## src/rtl/refclk_pkg.sv

```systemverilog
package refclk_pkg;
    localparam int RATE_W = 2;

    typedef enum logic [RATE_W-1:0] {
        MUL_X1 = 2'b00,
        MUL_X2 = 2'b01,
        MUL_X4 = 2'b10,
        MUL_X8 = 2'b11
    } mul_e;

    typedef enum logic {
        SEL_SOFT  = 1'b0,
        SEL_STRAP = 1'b1
    } sel_state_e;
endpackage

```

## src/rtl/refclk_soft_reg.sv

```systemverilog
module refclk_soft_reg
    import refclk_pkg::*;
#(
    parameter int DATA_W = 8
) (
    input  logic              clk,
    input  logic              rst_n,
    input  logic              wr_en,
    input  logic [DATA_W-1:0] wr_data,
    output mul_e              soft_nxt
);
    mul_e soft_q;
    logic unused_hi;

    assign unused_hi = ^wr_data[DATA_W-1:RATE_W];

    always_comb begin
        soft_nxt = soft_q;
        if (wr_en) begin
            soft_nxt = mul_e'(wr_data[RATE_W-1:0]);
        end
    end

    always_ff @(posedge clk or negedge rst_n) begin
        if (!rst_n) begin
            soft_q <= MUL_X1;
        end else begin
            soft_q <= soft_nxt;
        end
    end
endmodule

```

## src/rtl/refclk_rate_sel.sv

```systemverilog
module refclk_rate_sel
    import refclk_pkg::*;
(
    input  logic clk,
    input  logic rst_n,
    input  logic strap_dbl,
    input  logic strap_quad,
    input  mul_e soft_nxt,
    output mul_e rate_q,
    output mul_e rate_nxt
);
    sel_state_e state_q;
    sel_state_e state_nxt;
    logic       any_strap;

    assign any_strap = strap_dbl | strap_quad;

    // state register
    always_ff @(posedge clk or negedge rst_n) begin
        if (!rst_n) begin
            state_q <= SEL_SOFT;
            rate_q  <= MUL_X1;
        end else begin
            state_q <= state_nxt;
            rate_q  <= rate_nxt;
        end
    end

    // transitions and outputs
    always_comb begin
        state_nxt = state_q;
        unique case (state_q)
            SEL_SOFT:  if (any_strap)  state_nxt = SEL_STRAP; // SOFT_TO_STRAP
            SEL_STRAP: if (!any_strap) state_nxt = SEL_SOFT;  // STRAP_TO_SOFT
            default:   state_nxt = SEL_SOFT;
        endcase
    end

    always_comb begin
        unique case (state_nxt)
            SEL_STRAP: rate_nxt = mul_e'({strap_quad, strap_dbl});
            SEL_SOFT:  rate_nxt = soft_nxt;
            default:   rate_nxt = MUL_X1;
        endcase
    end
endmodule

```

## src/rtl/refclk_en_gen.sv

```systemverilog
module refclk_en_gen
    import refclk_pkg::*;
#(
    parameter int MAX_DIV = 8
) (
    input  logic clk,
    input  logic rst_n,
    input  mul_e rate_q,
    input  mul_e rate_nxt,
    output logic clk_en
);
    localparam int CNT_W  = (MAX_DIV > 1) ? $clog2(MAX_DIV) : 1;
    localparam int N_RATE = 1 << RATE_W;

    logic [CNT_W-1:0] last_tbl [N_RATE];
    logic [CNT_W-1:0] cnt_q;
    logic [CNT_W-1:0] last;

    for (genvar i = 0; i < N_RATE; i++) begin : g_lim
        assign last_tbl[i] = CNT_W'((MAX_DIV >> i) - 1);
    end

    assign last   = last_tbl[rate_q];
    assign clk_en = (cnt_q == last);

    always_ff @(posedge clk or negedge rst_n) begin
        if (!rst_n) begin
            cnt_q <= '0;
        end else if (rate_nxt != rate_q) begin
            cnt_q <= '0;
        end else if (cnt_q == last) begin
            cnt_q <= '0;
        end else begin
            cnt_q <= cnt_q + 1'b1;
        end
    end
endmodule

```

## src/rtl/uart_refclk_sel.sv

```systemverilog
module uart_refclk_sel
    import refclk_pkg::*;
#(
    parameter int DATA_W  = 8,
    parameter int MAX_DIV = 8
) (
    input  logic              clk,
    input  logic              rst_n,
    input  logic              reg_wr,
    input  logic [DATA_W-1:0] reg_wdata,
    output logic [DATA_W-1:0] reg_rdata,
    input  logic              strap_dbl,
    input  logic              strap_quad,
    output logic              clk_en,
    output logic [1:0]        rate_bits
);
    mul_e soft_nxt;
    mul_e rate_q;
    mul_e rate_nxt;

    refclk_soft_reg #(.DATA_W(DATA_W)) u_soft (
        .clk      (clk),
        .rst_n    (rst_n),
        .wr_en    (reg_wr),
        .wr_data  (reg_wdata),
        .soft_nxt (soft_nxt)
    );

    refclk_rate_sel u_sel (
        .clk        (clk),
        .rst_n      (rst_n),
        .strap_dbl  (strap_dbl),
        .strap_quad (strap_quad),
        .soft_nxt   (soft_nxt),
        .rate_q     (rate_q),
        .rate_nxt   (rate_nxt)
    );

    refclk_en_gen #(.MAX_DIV(MAX_DIV)) u_en (
        .clk      (clk),
        .rst_n    (rst_n),
        .rate_q   (rate_q),
        .rate_nxt (rate_nxt),
        .clk_en   (clk_en)
    );

    assign rate_bits = rate_q;
    assign reg_rdata = {{(DATA_W-RATE_W){1'b0}}, rate_q};
endmodule

```

## config.mk

```make
export PLATFORM = sky130hd
export DESIGN_NAME = uart_refclk_sel
export DESIGN_NICKNAME = d
export VERILOG_FILES = /design/src/rtl/refclk_pkg.sv /design/src/rtl/refclk_soft_reg.sv /design/src/rtl/refclk_rate_sel.sv /design/src/rtl/refclk_en_gen.sv /design/src/rtl/uart_refclk_sel.sv
export SDC_FILE = /design/constraint.sdc
export NUM_CORES = 1
export LEC_CHECK = 0
export BUFFER_PORTS_ARGS = -buffer_cell sky130_fd_sc_hd__buf_2
export CAP_MARGIN = 0
export CORE_AREA = 8 8 45 47
export DETAILED_ROUTE_END_ITERATION = 6
export DIE_AREA = 0 0 53 55
export GPL_TIMING_DRIVEN = 0
export PLACE_DENSITY_LB_ADDON = 0.15
export SLEW_MARGIN = 20
export SYNTH_ARGS = -nofsm -noshare
export SYNTH_HDL_FRONTEND = slang
export SYNTH_SLANG_ARGS = --single-unit
```

## constraint.sdc

```tcl
create_clock -name clk -period 1.85 [get_ports clk]
set_clock_uncertainty 0.1 [all_clocks]
set_input_delay 0.4625 -clock clk [delete_from_list [all_inputs] [get_ports clk]]
set_output_delay 0.4625 -clock clk [all_outputs]
set_load 0.01 [all_outputs]
```

# Word level (Yosys, flattened, before mapping)
# Index checks and enable logic that the tools add are counted.
# Widths: inputs -> output; s select.
# op_classes
bitwise,3
add_sub_neg,1
n_eq_ne,2
order_cmp,1
mux,8
# ops
cell,count
$mux 3,4
$bmux 3 s2,1
$pmux 2 s2,1
$add 3x1->3 const B,1
$eq 3x3->1,1
$ge 3x3->1 const B,1
$not 2->3,1
$mux 2,1
$ne 2x2->1,1
$mux 1,1
$not 1->1,1
$or 1x1->1,1
# word_totals
inputBits,13
word_cells,18
out_inout_bits,11
register_bits,7

# Logic depth before layout (Yosys ltp)
# logic_depth
ltp_word,7
depth_mapped,4
depth_no_buf,4

# Modules after synthesis
# From an unflattened synthesis, not the netlist that was laid out.
# unflattened
hier_cells,41
hier_area_um2,417.9
# modules_own_cells
mod,seq_area_each_um2,n_inst,cells_each,area_per_inst_um2
refclk_en_gen,75.1,1,22,211.5
refclk_soft_reg,50.0,1,4,72.6
refclk_rate_sel,50.0,1,6,70.1
uart_refclk_sel,0.0,1,9,63.8

# Worst setup path before layout
# OpenSTA, ideal clock, no wires.
# synth_timing
kind,reg2out
start,register u_sel.rate_q[1]
end,output clk_en
required_ns,1.287
setup_slack_ns,0.314
stages_incl_launch_ff,4
arrival_time_ns,0.973
n_path_buf,0
path_cell_list,dfrtp_1 -> and3b_1 -> a32oi_1 -> o21ai_2
# synth_via
elab_chain_len,5
# synth_lines
element,line_no,rtl
start: declaration,refclk_rate_sel.sv:9,"output mul_e rate_q,"
start signal: assignment,refclk_rate_sel.sv:25,rate_q <= rate_nxt;
$not 2->3 (not written as such),refclk_en_gen.sv:23,assign last = last_tbl[rate_q];
$bmux 3 s2,refclk_en_gen.sv:23,
$mux 3 (not written as such) (2 in series),refclk_en_gen.sv:23,
$eq 3x3->1,refclk_en_gen.sv:24,assign clk_en = (cnt_q == last);
end: declaration,uart_refclk_sel.sv:14,"output logic clk_en,"
# Every way passes these cells. The select of a mux whose other input is x is not followed.

# Final worst setup path
# Same ends and word-level chain as after synthesis.

==> results.sh <==
export IMPL_status="finished clean"
export IMPL_final_common_cell="buf_4"
export IMPL_drcViolationCount=0
export IMPL_synth_top_family_by_area="buffers and inverters"
export IMPL_max_cap_viol_count=0
export IMPL_ir_worst_vdd_mv=0.358
export IMPL_cts_sinks=7
export IMPL_arrival_ps=1260
export IMPL_fillers=140
export IMPL_post_place_ws_ps=155
export IMPL_p_switching_mw=0.125
export IMPL_end_kind="output port"
export IMPL_chipWidth_um=53
export IMPL_post_route_cells_drive_above_1_share=0.471
export IMPL_h_tree_depth=1
export IMPL_cts_tree="done"
export IMPL_synth_mux_area_frac=0.0468
export IMPL_cp_startpoint="u_sel.rate_q[1]"
export IMPL_ys_ff_latch=7
export IMPL_p_int_mw=0.316
export IMPL_power_frac_clock=0.303
export IMPL_seqPwrFrac=0.399
export IMPL_hpwlAfterDp_um=691
export IMPL_synth_cell_types=22
export IMPL_mostFrequentLayoutCells="buf_4 (13), buf_2 (11), dfrtp_1 (7), conb_1 (6), inv_1 (5)"
export IMPL_routabilityCongestion=0.713
export IMPL_critPathRequiredTime_ps=1290
export IMPL_stdcell_count=84
export IMPL_ys_warn_count=0
export IMPL_post_synth_fa_ha_maj_area_fraction=0.0292
export IMPL_hold_depth=2
export IMPL_die_area_um2=2920
export IMPL_dr_pass1_iters=4
export IMPL_placed_area_um2=522
export IMPL_drt_wirelength_per_cell_um=10.7
export IMPL_gr_total_overflow=0
export IMPL_worstSetupStartpointType="flop"
export IMPL_r2r_slack_ps=390
export IMPL_slew_viol_final=0
export IMPL_rsz0062_at_grt="true"
export IMPL_combPwrFrac=0.298
export IMPL_multi_input_area_um2=200
export IMPL_synth_area_per_cell_um2=10.2
export IMPL_reg2reg_from="u_en.cnt_q[1]"
export IMPL_grt_pass1_wl_um=1410
export IMPL_synth_simple_area_share=0.146
export IMPL_critical_path_class="flop to output port"
export IMPL_hold_path_class="input port to flop"
export IMPL_design_core_area_um2=1380
export IMPL_hold_path_endpoint="u_sel.rate_q[1]"
export IMPL_power_density_nw_per_um2=731
export IMPL_yosysSeqAreaShare=0.409
export IMPL_fin_ws_ps=31.0
export IMPL_swShare=0.283
export IMPL_fin_crit_sh=0.983
export IMPL_vias=364
export IMPL_rr_worst_depth=5
export IMPL_netlist_instances=42
export IMPL_netlist_area_um2=428
export IMPL_clock_path_buffers=2
export IMPL_grt_pass1_vias=345
export IMPL_num_io_pins=24
export IMPL_start_util=0.309
export IMPL_io_buffers=11
export IMPL_fin_util=0.436
export IMPL_setup_viol=0
export IMPL_antenna_found_initial=0
export IMPL_grt_max_degree=8
export IMPL_critPathMaxFanout=3
export IMPL_root_buffer="clkbuf_4"
export IMPL_dp_cells=74
export IMPL_antenna_cells=0
export IMPL_routed_wl_um=899
export IMPL_rows=14
export IMPL_power_leakage_nw=0.318
export IMPL_cts_buffers=3
export IMPL_hp_start="strap_dbl"
export IMPL_synth_xor_area_frac=0.0409
export IMPL_period_needed_ps=1820
export IMPL_fin_area_um2=603
export IMPL_grt_use_total=0.0654
export IMPL_drt_iter0_drc=6
export IMPL_die_y_um=55
export IMPL_routed_via_density=4.33
export IMPL_regArea_um2=175
export IMPL_nets=83
export IMPL_fmax_mhz=550
export IMPL_hold_violations=0
export IMPL_clk_latency_ps=240
export IMPL_timing_rr_end="u_en.cnt_q[0]"
export IMPL_synthToLayoutAreaGrowth_pct=40.9
export IMPL_clkTransAtPathRegs_ps=50
export IMPL_ant_nets=0
export IMPL_synth_compound_area_share=0.135
-- flip-flops by register name, summed over array words and instances (netlist names) --
| signal | count |
|---|---|
| u_en.cnt_q | 3 |
| u_sel.rate_q | 2 |
| u_soft.soft_q | 2 |
-- power groups by stage --
| stage | clock (mW) | combinational (mW) | sequential [mW] |
|---|---|---|---|
| after floorplan | 0 | 0.0691 | 0.180 |
| after global placement | 0 | 0.101 | 0.182 |
| after detailed placement | 0 | 0.102 | 0.182 |
| after CTS | 0.142 | 0.128 | 0.175 |
| after global routing | 0.149 | 0.144 | 0.177 |
| final | 0.134 | 0.131 | 0.176 |
-- cells in the mapped netlist --
cell / instances / area [um2]
xor2_1: 1 / 8.76
nand3_1: 1 / 5.00
buf_4: 8 / 60.1
conb_1: 1 / 3.75
mux2i_1: 2 / 20.0
and2b_2: 1 / 8.76
o21ai_2: 1 / 8.76
xnor2_1: 1 / 8.76
nor4_2: 1 / 12.5
and3b_1: 1 / 8.76
o21ai_0: 1 / 5.00
nor4_1: 2 / 12.5
nor2b_2: 1 / 8.76
ha_1: 1 / 12.5
a21oi_1: 1 / 5.00
inv_1: 5 / 18.8
o21bai_1: 2 / 15.0
dfrtp_1: 7 / 175
o211ai_1: 1 / 7.51
or3_1: 1 / 6.26
a32oi_1: 1 / 8.76
o31ai_1: 1 / 7.51
-- layout make-up --
| type | count | share of cell area |
|---|---|---|
| clock buffers | 4 | 0.0436 |
| well taps | 16 | 0.0332 |
| flip-flops and latches | 7 | 0.290 |
| plain buffers | 8 | 0.0996 |
| multi-input cells | 27 | 0.332 |
| repair buffers | 17 | 0.170 |
| inverters | 5 | 0.0311 |
-- logic make-up (layout without fill, tap and decap cells) --
family / Yosys count / after routing
buffers and inverters: 13 / 34
AOI/OAI and AO/OA: 8 / 8
and+or+nand+nor: 8 / 8
DFF: 7 / 7
xor gates and xnor gates: 2 / 2
muxes: 2 / 2
adders and majority gates: 1 / 1
other: 1 / 6
-- metal layers --
| metal | track usage | share of wire | up-vias |
|---|---|---|---|
| met4 | 0.0129 | 0 | 0 |
| met1 | 0.0679 | 0.40 | 170 |
| met2 | 0.105 | 0.49 | 11 |
| li1 | - | - | 183 |
| met5 | 0 | 0 | - |
| met3 | 0.0481 | 0.10 | 0 |
-- per-stage QoR --
stage	total power [mW]	hold WS [ps]	TNS, ps
2_1_floorplan	0.249	66.9	0
3_3_place_gp	0.283	203	0
3_5_place_dp	0.284	202	0
4_1_cts	0.444	337	0
5_1_grt	0.471	349	-44.7
6_report	0.441	346	0
-- how the worst max path moves through the flow --
stage	end	cells after the start
final	clk_en	4
after global routing	clk_en	4
after CTS	clk_en	4
after detailed placement	clk_en	4
after global placement	clk_en	4
after floorplan	clk_en	3
-- timing repair --
item	4_1_cts	5_1_grt
buffers inserted	5	0
gates resized for setup	0	1
setup endpoints to repair	1	1
pin swaps	2	0
hold buffers	1	0
hold endpoints to repair	7	0
cloned	0	0
-- critical path: stages (launching register included) --
cell and delay [ps]:
dfrtp_1 400, and3b_1 250, a32oi_2 60, o21ai_2 160, buf_2 150
(Power assumes the default switching activity.)
